`src/rtl/pgw_pkg.sv`:
```
// Shared constants and state encoding for the page table walker.
// Assumes entries are one address word wide with flags in the low bits.
package pgw_pkg;
    localparam int FLAG_P = 0;  // present
    localparam int FLAG_W = 1;  // writable
    localparam int FLAG_U = 2;  // user accessible
    localparam int FLAG_A = 5;  // accessed
    localparam int FLAG_D = 6;  // dirty

    typedef enum logic [2:0] {
        ST_IDLE,
        ST_DIR_RD,
        ST_DIR_CHK,
        ST_DIR_WB,
        ST_TBL_RD,
        ST_TBL_CHK,
        ST_TBL_WB,
        ST_DONE
    } walk_st_e;
endpackage

```
`src/rtl/pgw_addr_gen.sv`:
```
// Address arithmetic for the walk: the directory entry address, the table
// entry address and the final physical address.
// Assumes PAGE_SHIFT = IDX_W + 2, so that index plus byte offset fills a page.
module pgw_addr_gen #(
    parameter int PAGE_SHIFT = 12,
    localparam int IDX_W     = PAGE_SHIFT - 2,
    localparam int ADDR_W    = PAGE_SHIFT + 2 * IDX_W,
    localparam int FRAME_W   = ADDR_W - PAGE_SHIFT
) (
    input  logic [FRAME_W-1:0] dir_frame,
    input  logic [FRAME_W-1:0] tbl_frame,
    input  logic [FRAME_W-1:0] page_frame,
    input  logic [ADDR_W-1:0]  lin,
    input  logic               bypass,
    output logic [ADDR_W-1:0]  dir_entry_addr,
    output logic [ADDR_W-1:0]  tbl_entry_addr,
    output logic [ADDR_W-1:0]  phys
);
    localparam int HI_LSB = PAGE_SHIFT + IDX_W;

    // Form the entry addresses and the translated or bypassed result.
    always_comb begin
        dir_entry_addr = {dir_frame, lin[ADDR_W-1:HI_LSB], 2'b00};
        tbl_entry_addr = {tbl_frame, lin[HI_LSB-1:PAGE_SHIFT], 2'b00};
        phys           = bypass ? lin : {page_frame, lin[PAGE_SHIFT-1:0]};
    end
endmodule

```
`src/rtl/pgw_entry_eval.sv`:
```
// Checks one fetched entry against the access type and builds its
// write-back value. IS_LEAF selects table-level behaviour (dirty flag).
// Assumes supervisor writes to read-only pages fault as user writes do.
module pgw_entry_eval
    import pgw_pkg::*;
#(
    parameter int ADDR_W  = 32,
    parameter bit IS_LEAF = 1'b0
) (
    input  logic [ADDR_W-1:0] entry,
    input  logic              is_write,
    input  logic              is_user,
    output logic              deny,
    output logic              need_wb,
    output logic [ADDR_W-1:0] wb_val
);
    logic mark_dirty;

    generate
        if (IS_LEAF) begin : g_leaf
            // Only a table entry records a write.
            always_comb mark_dirty = is_write;
        end else begin : g_dir
            // Directory entries never get the dirty flag.
            always_comb mark_dirty = 1'b0;
        end
    endgenerate

    // Decide fault, update need and updated entry value.
    always_comb begin
        deny = !entry[FLAG_P]
             || (is_write && !entry[FLAG_W])
             || (is_user && !entry[FLAG_U]);
        need_wb = !entry[FLAG_A] || (mark_dirty && !entry[FLAG_D]);
        wb_val  = entry;
        wb_val[FLAG_A] = 1'b1;
        if (mark_dirty) wb_val[FLAG_D] = 1'b1;
    end
endmodule

```
`src/rtl/pt_walker.sv`:
```
// Two-level page table walker. It takes one request while idle, walks the
// directory and the table through a memory port with one-cycle read
// latency, writes back flag updates, and pulses done with fault or the
// physical address. Assumes the memory accepts a write in its strobe cycle.
module pt_walker
    import pgw_pkg::*;
#(
    parameter int PAGE_SHIFT = 12,
    localparam int IDX_W     = PAGE_SHIFT - 2,
    localparam int ADDR_W    = PAGE_SHIFT + 2 * IDX_W,
    localparam int FRAME_W   = ADDR_W - PAGE_SHIFT
) (
    input  logic               clk,
    input  logic               rst_n,
    input  logic               req_valid,
    output logic               req_ready,
    input  logic [ADDR_W-1:0]  req_lin,
    input  logic               req_write,
    input  logic               req_user,
    input  logic               ctl_pg_en,
    input  logic [FRAME_W-1:0] ctl_dir_base,
    output logic               done,
    output logic               fault,
    output logic [ADDR_W-1:0]  phys_addr,
    output logic               mem_rd,
    output logic               mem_wr,
    output logic [ADDR_W-1:0]  mem_addr,
    output logic [ADDR_W-1:0]  mem_wdata,
    input  logic [ADDR_W-1:0]  mem_rdata
);
    localparam int NLVL = 2;

    walk_st_e           state_q;
    logic [ADDR_W-1:0]  lin_q;
    logic [FRAME_W-1:0] base_q;
    logic               wr_q, usr_q, bypass_q, fault_q;
    logic [ADDR_W-1:0]  pde_q, pte_q;

    logic [NLVL-1:0]    lvl_deny, lvl_need;
    logic [ADDR_W-1:0]  lvl_wb [NLVL];
    logic [ADDR_W-1:0]  dir_addr, tbl_addr;

    // One evaluator per level; level 1 is the table (leaf) level.
    generate
        for (genvar g = 0; g < NLVL; g++) begin : g_lvl
            pgw_entry_eval #(
                .ADDR_W (ADDR_W),
                .IS_LEAF(g == NLVL - 1)
            ) u_eval (
                .entry   (mem_rdata),
                .is_write(wr_q),
                .is_user (usr_q),
                .deny    (lvl_deny[g]),
                .need_wb (lvl_need[g]),
                .wb_val  (lvl_wb[g])
            );
        end
    endgenerate

    pgw_addr_gen #(.PAGE_SHIFT(PAGE_SHIFT)) u_addr (
        .dir_frame     (base_q),
        .tbl_frame     (pde_q[ADDR_W-1:PAGE_SHIFT]),
        .page_frame    (pte_q[ADDR_W-1:PAGE_SHIFT]),
        .lin           (lin_q),
        .bypass        (bypass_q),
        .dir_entry_addr(dir_addr),
        .tbl_entry_addr(tbl_addr),
        .phys          (phys_addr)
    );

    // Walk sequencer: capture the request, step through the levels, finish.
    always_ff @(posedge clk) begin
        if (!rst_n) begin
            state_q  <= ST_IDLE;
            lin_q    <= '0;
            base_q   <= '0;
            wr_q     <= 1'b0;
            usr_q    <= 1'b0;
            bypass_q <= 1'b0;
            fault_q  <= 1'b0;
            pde_q    <= '0;
            pte_q    <= '0;
        end else begin
            case (state_q)
                ST_IDLE: if (req_valid) begin
                    lin_q    <= req_lin;
                    base_q   <= ctl_dir_base;
                    wr_q     <= req_write;
                    usr_q    <= req_user;
                    bypass_q <= !ctl_pg_en;
                    fault_q  <= 1'b0;
                    state_q  <= ctl_pg_en ? ST_DIR_RD : ST_DONE;
                end
                ST_DIR_RD: state_q <= ST_DIR_CHK;
                ST_DIR_CHK: begin
                    pde_q <= lvl_wb[0];
                    if (lvl_deny[0]) begin
                        fault_q <= 1'b1;
                        state_q <= ST_DONE;
                    end else begin
                        state_q <= lvl_need[0] ? ST_DIR_WB : ST_TBL_RD;
                    end
                end
                ST_DIR_WB: state_q <= ST_TBL_RD;
                ST_TBL_RD: state_q <= ST_TBL_CHK;
                ST_TBL_CHK: begin
                    pte_q <= lvl_wb[1];
                    if (lvl_deny[1]) begin
                        fault_q <= 1'b1;
                        state_q <= ST_DONE;
                    end else begin
                        state_q <= lvl_need[1] ? ST_TBL_WB : ST_DONE;
                    end
                end
                ST_TBL_WB: state_q <= ST_DONE;
                default:   state_q <= ST_IDLE;
            endcase
        end
    end

    // Drive the memory port and the result outputs from the state.
    always_comb begin
        req_ready = (state_q == ST_IDLE);
        done      = (state_q == ST_DONE);
        fault     = done && fault_q;
        mem_rd    = (state_q == ST_DIR_RD) || (state_q == ST_TBL_RD);
        mem_wr    = (state_q == ST_DIR_WB) || (state_q == ST_TBL_WB);
        mem_addr  = ((state_q == ST_DIR_RD) || (state_q == ST_DIR_WB))
                    ? dir_addr : tbl_addr;
        mem_wdata = (state_q == ST_DIR_WB) ? pde_q : pte_q;
    end
endmodule

```
`config.mk`:
```
export PLATFORM = sky130hd
export DESIGN_NAME = pt_walker
export DESIGN_NICKNAME = d
export VERILOG_FILES = /design/src/rtl/pgw_pkg.sv /design/src/rtl/pgw_addr_gen.sv /design/src/rtl/pgw_entry_eval.sv /design/src/rtl/pt_walker.sv
export SDC_FILE = /design/constraint.sdc
export NUM_CORES = 1
export LEC_CHECK = 0
export ABC_AREA = 1
export BUFFER_PORTS_ARGS = -buffer_cell sky130_fd_sc_hd__buf_2
export CAP_MARGIN = 20
export CORE_UTILIZATION = 52
export CTS_BUF_LIST = sky130_fd_sc_hd__clkbuf_8
export CTS_CLUSTER_DIAMETER = 40
export DETAILED_ROUTE_END_ITERATION = 10
export PLACE_DENSITY_LB_ADDON = 0.1
export SYNTH_ARGS = -nofsm -noshare
export SYNTH_HDL_FRONTEND = slang
export SYNTH_SLANG_ARGS = --single-unit
```
`constraint.sdc`:
```
create_clock -name clk -period 1.5 [get_ports clk]
set_input_delay 0.15 -clock clk [delete_from_list [all_inputs] [get_ports clk]]
set_output_delay 0.15 -clock clk [all_outputs]
set_load 0.01 [all_outputs]
```
### Yosys cells after proc, flatten, opt, wreduce, memory -nomap -nowiden

Index checks and enable logic that the tools add are counted.

* flip-flop bits (word level): 123
* input bits: 90
* output and inout port bits: 101
* logic and storage cells: 53

* equal/unequal tests: 9
* muxes and demuxes: 14
* reductions and logical operators: 21

Operators by type and width (number)
* 32-bit 2-to-1 mux: 3
* 3-bit one-hot mux with 7 select lines: 1
* 3-bit == test (second input constant): 4
* 3-bit 2-to-1 mux: 4
* 3-bit by 2-bit == test with 1-bit output (second input constant): 2
* 1-bit logical NOT: 6
* 1-bit logical OR: 6
* 1-bit 2-to-1 mux: 5
* 1-bit logical AND: 4
* 3-bit by 1-bit == test with 1-bit output (second input constant): 1
* 3-bit logical NOT: 1
* 3-bit AND reduction: 1
* 2-bit by 1-bit inequality test with 1-bit output (second input constant): 1
* 2-bit inequality test (second input constant): 1
* 1-bit one-hot mux with 2 select lines: 1
* 2-bit AND reduction: 1
* 2-bit nonzero test: 1
* 2-bit OR reduction: 1

### Logic depth before layout (Yosys ltp)

Gate-level depths: netlist of run 1.

* depth after elaboration: 6
* gate-level depth with buffers: 9
* mapped depth without buffers: 7

### By module

Synthesis of run 1 repeated with hierarchy kept, for this count alone.

* cell total of the unflattened synthesis: 979
* area, all modules: 6623.9 um^2

By module, submodules not included
* pt_walker: instances 1, cells each 758, area each 5236.3 um^2
* pgw_addr_gen: instances 1, cells each 142, area each 840.8 um^2
* pgw_entry_eval at g_lvl[0].u_eval: instances 1, cells each 39, area each 275.3 um^2
* pgw_entry_eval at g_lvl[1].u_eval: instances 1, cells each 40, area each 271.5 um^2

### Worst setup path before layout of run 1

No wires, ideal clock.

* kind: reg-to-output
* start point: register state_q[2]
* end point: output mem_wdata[31]
* data arrival time: 1.177 ns
* required time: 1.350 ns
* slack: 0.173 ns
* stages on the path, launching flop included: 7
* path through: dfxtp_1 -> buf_4 -> inv_1 -> nand2_1 -> buf_2 -> buf_2 -> o21ai_0

* longest elaborated chain between the ends: 2

Ends and longest elaborated chain
* start: declaration: RTL line pt_walker.sv:33 `walk_st_e state_q;`
* start signal: assignment: RTL line pt_walker.sv:92 `state_q <= ctl_pg_en ? ST_DIR_RD : ST_DONE;`
* start signal: assignment: RTL line pt_walker.sv:101 `state_q <= lvl_need[0] ? ST_DIR_WB : ST_TBL_RD;`
* start signal: assignment: RTL line pt_walker.sv:112 `state_q <= lvl_need[1] ? ST_TBL_WB : ST_DONE;`
* 3-bit by 2-bit == test with 1-bit output: RTL line pt_walker.sv:130 `mem_wdata = (state_q == ST_DIR_WB) ? pde_q : pte_q;`
* 32-bit 2-to-1 mux: RTL line pt_walker.sv:130
* end: declaration: RTL line pt_walker.sv:28 `output logic [ADDR_W-1:0] mem_wdata,`

No other way between the ends.

### Worst setup path in the final report of run 1

* start point: register state_q[0]
* end point: output mem_addr[12]

* longest elaborated chain between the ends: 3

Ends and longest elaborated chain
* 3-bit by 1-bit == test with 1-bit output or 3-bit by 2-bit == test with 1-bit output (tied branches): RTL line pt_walker.sv:128 `mem_addr = ((state_q == ST_DIR_RD) || (state_q == ST_DIR_WB))`
* 1-bit logical OR *: RTL line pt_walker.sv:128
* 32-bit 2-to-1 mux *: RTL line pt_walker.sv:129 `? dir_addr : tbl_addr;`
* end: declaration: RTL line pt_walker.sv:27 `output logic [ADDR_W-1:0] mem_addr,`

Mark *: on every way between the ends. The rest lies on a longest branch, timed or not.

==> flow_summary.json, run 1 <==
{
  "core_area_sq_um": 9910,
  "cts_tree": "done",
  "syn-mean-instance-area_sq_um": 7.04,
  "violations": "negative hold slack, negative setup slack",
  "cts_inserted_buffers": 17,
  "leakagePower_nw": 4.06,
  "layout_commonest_cell": "buf_2",
  "drt_first_pass_iters": 6,
  "antenna_found_initial": 0,
  "antenna_left": 0,
  "stdcell_count": 1179,
  "synth_cell_types": 24,
  "fp.dieW_um": 104,
  "drive_gt1_share_pct": 39.3,
  "postLayoutCellArea_sq_um": 8890,
  "synthCells": 769,
  "synth_top_family_by_area": "compound AO/OA/AOI/OAI gates",
  "grt_setup_unrepaired": "yes",
  "synth.top_cell.area_share_pct": 45.5,
  "grt_use_total_pct": 32.5,
  "final-max-slew-violation-count": 0,
  "placedCellCount": 1041,
  "synth_xor_area_share_pct": 0,
  "route.detailed.drc": 0,
  "grt_overflow_total": 0,
  "worst_slew_pin_slew_ps": 529,
  "chipHeight_um": 104,
  "p_per_area_nw_per_um2": 1630,
  "cp.required_ps": 1350,
  "grt_pass1_vias": 5752,
  "clk_latency_ps": 460,
  "synth-compound-area-share_pct": 25.7,
  "ys_warn_count": 0,
  "multi_input_area_sq_um": 2910,
  "ios": 191,
  "root_buffer": "clkbuf_8",
  "fillers": 442,
  "grt_max_degree": 74,
  "hold_viol": 4,
  "max_freq_ghz": 0.544,
  "whs_ps": -34.1,
  "rows": 36,
  "worstSetupStartpointType": "register",
  "path_max_fanout": 19,
  "dpl-instance-area_sq_um": 6420,
  "hpwl_mm": 10.6,
  "syn_area_sq_um": 5410,
  "gp_congestion": 0.877,
  "skew_ps": 15.9,
  "grt_pass1_wl_mm": 28.1,
  "fin_nets": 1124,
  "synthSimpleGateAreaFrac_pct": 16.1,
  "vias": 7104,
  "n_antenna_cell": 0,
  "cap_violations": 0,
  "synth_seq_cells": 123,
  "synth_adder_area_share_pct": 0,
  "use_met1_pct": 39.0,
  "mostFrequentLayoutCells": "buf_2 (181), dfxtp_1 (119), a21oi_1 (106)",
  "globalRouteMet3Util_pct": 7.64,
  "crit_path_end_kind": "output port",
  "yosysTopAreaCell": "dfxtp_1",
  "hold_class": "primary input to register",
  "cts-htree-levels": 4,
  "via_per_inst": 6.03,
  "relSlewSlack_pct": 64.7,
  "cts_sinks": 123,
  "wire_per_inst_um": 20.8,
  "regArea_sq_um": 2470,
  "port_buffers": 188,
  "fp.dieArea_sq_um": 10800,
  "min_period_ps": 1840,
  "path_class": "register to output port",
  "start_util_pct": 54.6,
  "top_usage_layer": "met2",
  "wl_mm": 24.5,
  "met2_usage_pct": 56.5,
  "netlist_top_cells_area": "dfxtp_1 (45%), o21ai_0 (13%), a21oi_1 (12%)",
  "cts_max_path_buffers": 2,
  "layout_setup_ws_ps": -340,
  "crit_arrival_ps": 1690,
  "synth_mux_area_share_pct": 0,
  "area_growth_pct": 64.3,
  "clk_pin_slew_worst_paths_ps": 80,
  "status": "finished, violations left",
  "setup_viol": 111,
  "yosysSeqAreaShare_pct": 45.5,
  "period_share_pct": 123,
  "max-vdd-ir-drop_v": 0.00104,
  "drt_iter0_markers": 641
}
[synthesized netlist by cell type]
cell / count
nand3b_1: 1
buf_4: 17
inv_4: 1
inv_1: 75
dfxtp_1: 123
nand3_1: 26
or2_2: 1
inv_2: 3
buf_6: 4
a21oi_1: 128
nand2_2: 2
o31a_1: 1
nand4_1: 1
nor2_1: 94
clkbuf_1: 31
nor2_2: 3
o21ai_1: 3
buf_2: 17
buf_1: 2
nor3_1: 1
nand2_1: 89
conb_1: 1
o21ai_0: 144
o21bai_1: 1
[power breakdown]
| group | internal (mW) | switching (mW) | leakage [nW] |
|---|---|---|---|
| Sequential | 4.02 | 0.591 | 1.01 |
| Clock | 1.68 | 1.37 | 0.216 |
| Combinational | 2.91 | 3.93 | 2.84 |
[flip-flops by register name, indices dropped and copies added (netlist names)]
name	cells
pte_q	32
base_q	20
state_q	3
wr_q	1
pde_q	32
bypass_q	1
lin_q	32
usr_q	1
fault_q	1
[repair_timing]
action,in CTS,in global routing
setup buffers,6,5
hold endpoints to repair,72,5
gates cloned,5,18
pin swaps,4,18
hold buffers,68,5
gates resized for setup,80,205
endpoints found under the setup margin,70,168
[final cells by class]
| type | count | share of cell area (%) |
|---|---|---|
| flip-flops and latches | 123 | 27.8 |
| well taps | 133 | 1.87 |
| inverters | 79 | 3.56 |
| clock inverters | 12 | 1.49 |
| repair buffers | 314 | 29.6 |
| clock buffers | 19 | 2.94 |
| multi-input cells | 499 | 32.7 |
[logic make-up after synthesis]
family / Yosys count
simple gates: 218
other cells: 1
compound gates: 277
buf+inv: 150
flops: 123
[critical path: stages, from the launching register on]
cell and delay, ps:
dfxtp_4 380, inv_4 50, nor2_4 140, inv_4 90, buf_16 170, o21ai_1 210
buf_2 170
[per-layer routing]
| layer | vias to the layer above | part of all wire [%] |
|---|---|---|
| li1 | 3037 | - |
| met1 | 3289 | 35 |
| met2 | 602 | 48 |
| met3 | 176 | 11 |
| met4 | 0 | 6.7 |
| met5 | - | 0 |
[per-stage QoR]
step / power, mW / util [%] / setup WS (ps) / setup TNS, ps
3_3_place_gp: 8.39 / 64.8 / 189 / 0
3_5_place_dp: 8.51 / 64.8 / 96.4 / 0
5_1_grt: 15.0 / 89.7 / -369 / -20920
4_1_cts: 12.3 / 78.9 / -194 / -10640
6_report: 14.5 / 89.7 / -340 / -15910
2_1_floorplan: 7.03 / - / 173 / 0
[final timing paths]
path / from / to / slack, ps / cells past startpoint
max reg2reg: state_q[0] / pde_q[19] / -70 / 8
max: state_q[0] / mem_addr[12] / -340 / 6
min reg2reg: base_q[5] / base_q[5] / 450 / 2
min: ctl_dir_base[11] / base_q[11] / -30 / 3
Power figures use the tool's default switching activity.
==> inputs of run 2 (changes only) <==
--- a/config.mk
+++ b/config.mk
@@ -7,12 +7,12 @@
 export LEC_CHECK = 0
 export ABC_AREA = 1
 export BUFFER_PORTS_ARGS = -buffer_cell sky130_fd_sc_hd__buf_2
-export CAP_MARGIN = 20
-export CORE_UTILIZATION = 52
+export CORE_UTILIZATION = 54
 export CTS_BUF_LIST = sky130_fd_sc_hd__clkbuf_8
 export CTS_CLUSTER_DIAMETER = 40
 export DETAILED_ROUTE_END_ITERATION = 10
 export PLACE_DENSITY_LB_ADDON = 0.1
 export SYNTH_ARGS = -nofsm -noshare
 export SYNTH_HDL_FRONTEND = slang
+export SYNTH_HIERARCHICAL = 1
 export SYNTH_SLANG_ARGS = --single-unit
==> run 2 against run 1 <==
The flow finishes with violations (negative setup slack). Sequential power increased by 2%. Sequential share of layout area increased by 2.0 points. Clock skew decreased by 9.2 ps. Synthesized area increased by 22%. Non-clock buffer count increased by 1. Flip-flop and latch count unchanged. Critical endpoint is now mem_addr[11]. Largest power group unchanged. Highest routed layer unchanged.
==> flow_summary.json, run 2 <==
{
  "power.switching_mw": 5.56,
  "crit_arrival_ps": 1590,
  "wire_per_inst_um": 14.2,
  "internal-power_mw": 8.39,
  "critPathMostFrequentCell": "nand2_1",
  "final_core_util_pct": 69.3,
  "route.detailed.drc": 0,
  "setup.worst_path.start": "state_q[2]",
  "netSwitchingFraction_pct": 39.9,
  "via_per_inst": 4.99,
  "path_class": "register to output port",
  "setup_viol": 65,
  "core_area_sq_um": 12000,
  "cts-htree-levels": 4,
  "fp.dieArea_sq_um": 12700,
  "dp_slack_ps": 107,
  "gp_congestion": 0.866,
  "max-vdd-ir-drop_v": 0.00110,
  "drt_iter0_markers": 447,
  "r2r_cells": 7,
  "regToRegEndpoint": "lin_q[3]",
  "final-max-slew-violation-count": 0,
  "period_share_pct": 116,
  "wl_mm": 18.0,
  "fp.dieW_um": 113,
  "start_util_pct": 55.4,
  "min_period_ps": 1740,
  "n_antenna_cell": 0,
  "cp.required_ps": 1350,
  "root_buffer": "clkbuf_8",
  "fin_nets": 1205,
  "antenna_found_initial": 0,
  "grt_overflow_total": 0,
  "p_per_area_nw_per_um2": 1680,
  "drt_first_pass_iters": 5,
  "cts_tree": "done",
  "comb_power_share_pct": 48.0,
  "mostFrequentLayoutCells": "nand2_1 (257), buf_2 (186), dfxtp_1 (119)",
  "grt_pass1_wl_mm": 28.4,
  "postLayoutCellArea_sq_um": 8290,
  "critical-path-top-delay-family": "buffers and inverters",
  "leakagePower_nw": 3.93,
  "chipHeight_um": 113,
  "max_freq_ghz": 0.575,
  "synth_edf_count": 0,
  "synthFlopType": "dfxtp_1",
  "synth-async-reset-ratio_pct": 0,
  "ios": 191,
  "synth.top_cell.area_share_pct": 37.2,
  "synth_cell_types": 24,
  "grt_max_degree": 53,
  "synth_seq_cells": 123,
  "syn_area_sq_um": 6620,
  "crit_cells": 5,
  "critical_path.slowest_cell": "dfxtp_4",
  "netlist_top_cells_area": "dfxtp_1 (37%), buf_4 (17%), nand2_1 (15%)",
  "port_buffers": 188,
  "worstSetupStartpointType": "register",
  "hold_viol": 0,
  "path_max_fanout": 18,
  "cap_violations": 0,
  "crit_path_max_incr_delay_ps": 360,
  "yosysTopAreaCell": "dfxtp_1",
  "power_frac_clock_pct": 18.4,
  "violations": "negative setup slack",
  "layout_commonest_cell": "nand2_1",
  "power_frac_seq_pct": 33.6,
  "layout_setup_ws_ps": -239,
  "area_growth_pct": 25.2,
  "worstPathCellList": "nor2_4, buf_4, nand2_1, nand2_1, buf_2",
  "cts_max_path_buffers": 2,
  "yosysSeqAreaShare_pct": 37.2,
  "syn-mean-instance-area_sq_um": 6.77,
  "yosysMostFrequentCell": "nand2_1",
  "skew_ps": 6.69,
  "drive_gt1_share_pct": 26.2,
  "ys_warn_count": 6,
  "fillers": 1070,
  "clk_latency_ps": 440,
  "crit_path_end_kind": "output port",
  "r2r_slack_ps": 60,
  "cts_inserted_buffers": 17,
  "top_regs": "lin_q: 32 flops, pde_q: 32 flops, pte_q: 32 flops",
  "vias": 6344,
  "dpl-instance-area_sq_um": 6760,
  "cts_sinks": 123,
  "rows": 40,
  "grt_pass1_vias": 5917,
  "grt_use_total_pct": 28.6,
  "grt_setup_unrepaired": "yes",
  "hpwl_mm": 11.4,
  "status": "finished, violations left",
  "yosys-top-cells-count": "nand2_1 (266), buf_4 (151), dfxtp_1 (123)",
  "cp_num_buf_inv": 2,
  "synthCells": 979,
  "hold_class": "primary input to register",
  "clk_pin_slew_worst_paths_ps": 60,
  "crit_end": "mem_addr[11]",
  "timing.rr.start": "state_q[1]",
  "antenna_left": 0
}
## run 2: cell types whose count changed in the layout (fill, tap and decap cells not counted), sizes merged, moves of 7 or more
cell,delta
nand2,+174
o21ai,-48
nor2,-25
nand3,+39
inv,-25
a21oi,-38
clkbuf,-7
dlygate4sd3,+12
## run 2: cell families (layout without fill, tap and decap cells)
| family | after synthesis | count (layout) | synth area share (%) |
|---|---|---|---|
| AOI/OAI and AO/OA | 190 | 190 | 14.4 |
| other | 3 | 6 | 0.170 |
| DFF | 123 | 123 | 37.2 |
| and+or+nand+nor | 407 | 407 | 24.7 |
| buffers and inverters | 256 | 398 | 23.6 |
## run 2: cell type report
cell class	count	area, sq um	area share, %
Multi-Input combinational cell	603	2730	32.9
Clock inverter	5	21.3	0.257
Sequential cell	123	2470	29.9
Inverter	55	211	2.55
Timing Repair Buffer	315	2350	28.4
Clock buffer	23	317	3.82
Tap cell	147	184	2.22
## run 2: worst min path at each step
stage                          from        end  slack (ps)  cells after the start
floorplan           ctl_dir_base[0]  base_q[0]         310                      2
detailed placement      req_lin[13]  lin_q[13]         420                      3
CTS                    mem_rdata[1]   pte_q[1]           6                      3
global placement       mem_rdata[3]   pte_q[3]         420                      3
global route           mem_rdata[1]   pte_q[1]          40                      3
finish                 mem_rdata[1]   pte_q[1]          40                      3
## run 2: what timing repair did
item,4_1_cts,5_1_grt
endpoints found under the hold margin,108,0
resized for setup,44,34
gates cloned,1,3
setup buffers,6,8
hold buffers,85,0
pin swaps,2,3
setup endpoints to repair,87,114
## run 2: stage by stage
step	std cells	hold slack (ps)	power [mW]	TNS, ps
after floorplan	982	310	8.82	0
after global placement	1142	418	10.0	0
after detailed placement	1142	422	10.1	0
after CTS	1262	5.72	13.4	-12310
after global routing	1271	37.4	14.9	-17170
final	1271	40.7	13.9	-10870
## run 2: power by group through the flow
stage	sequential [mW]	clock [mW]	combinational [mW]
finish	4.69	2.56	6.70
global route	4.79	2.75	7.35
CTS	4.68	2.61	6.16
detailed placement	4.72	0	5.38
global placement	4.70	0	5.35
floorplan	4.53	0	4.29
## run 2: layer usage
layer	up-vias	global-route usage, %	wire, um
met2	215	49.3	8930
met1	2865	35.4	7820
met3	26	6.43	964
met4	0	9.42	294
met5	-	0	0
li1	3238	-	-
## run 2: worst min-delay path: cells and delay by family
family / cells / cell delay, ps
AND/OR/NAND/NOR: 1 / 80
buffers and inverters: 1 / 120
AO/OA/AOI/OAI: 1 / 90
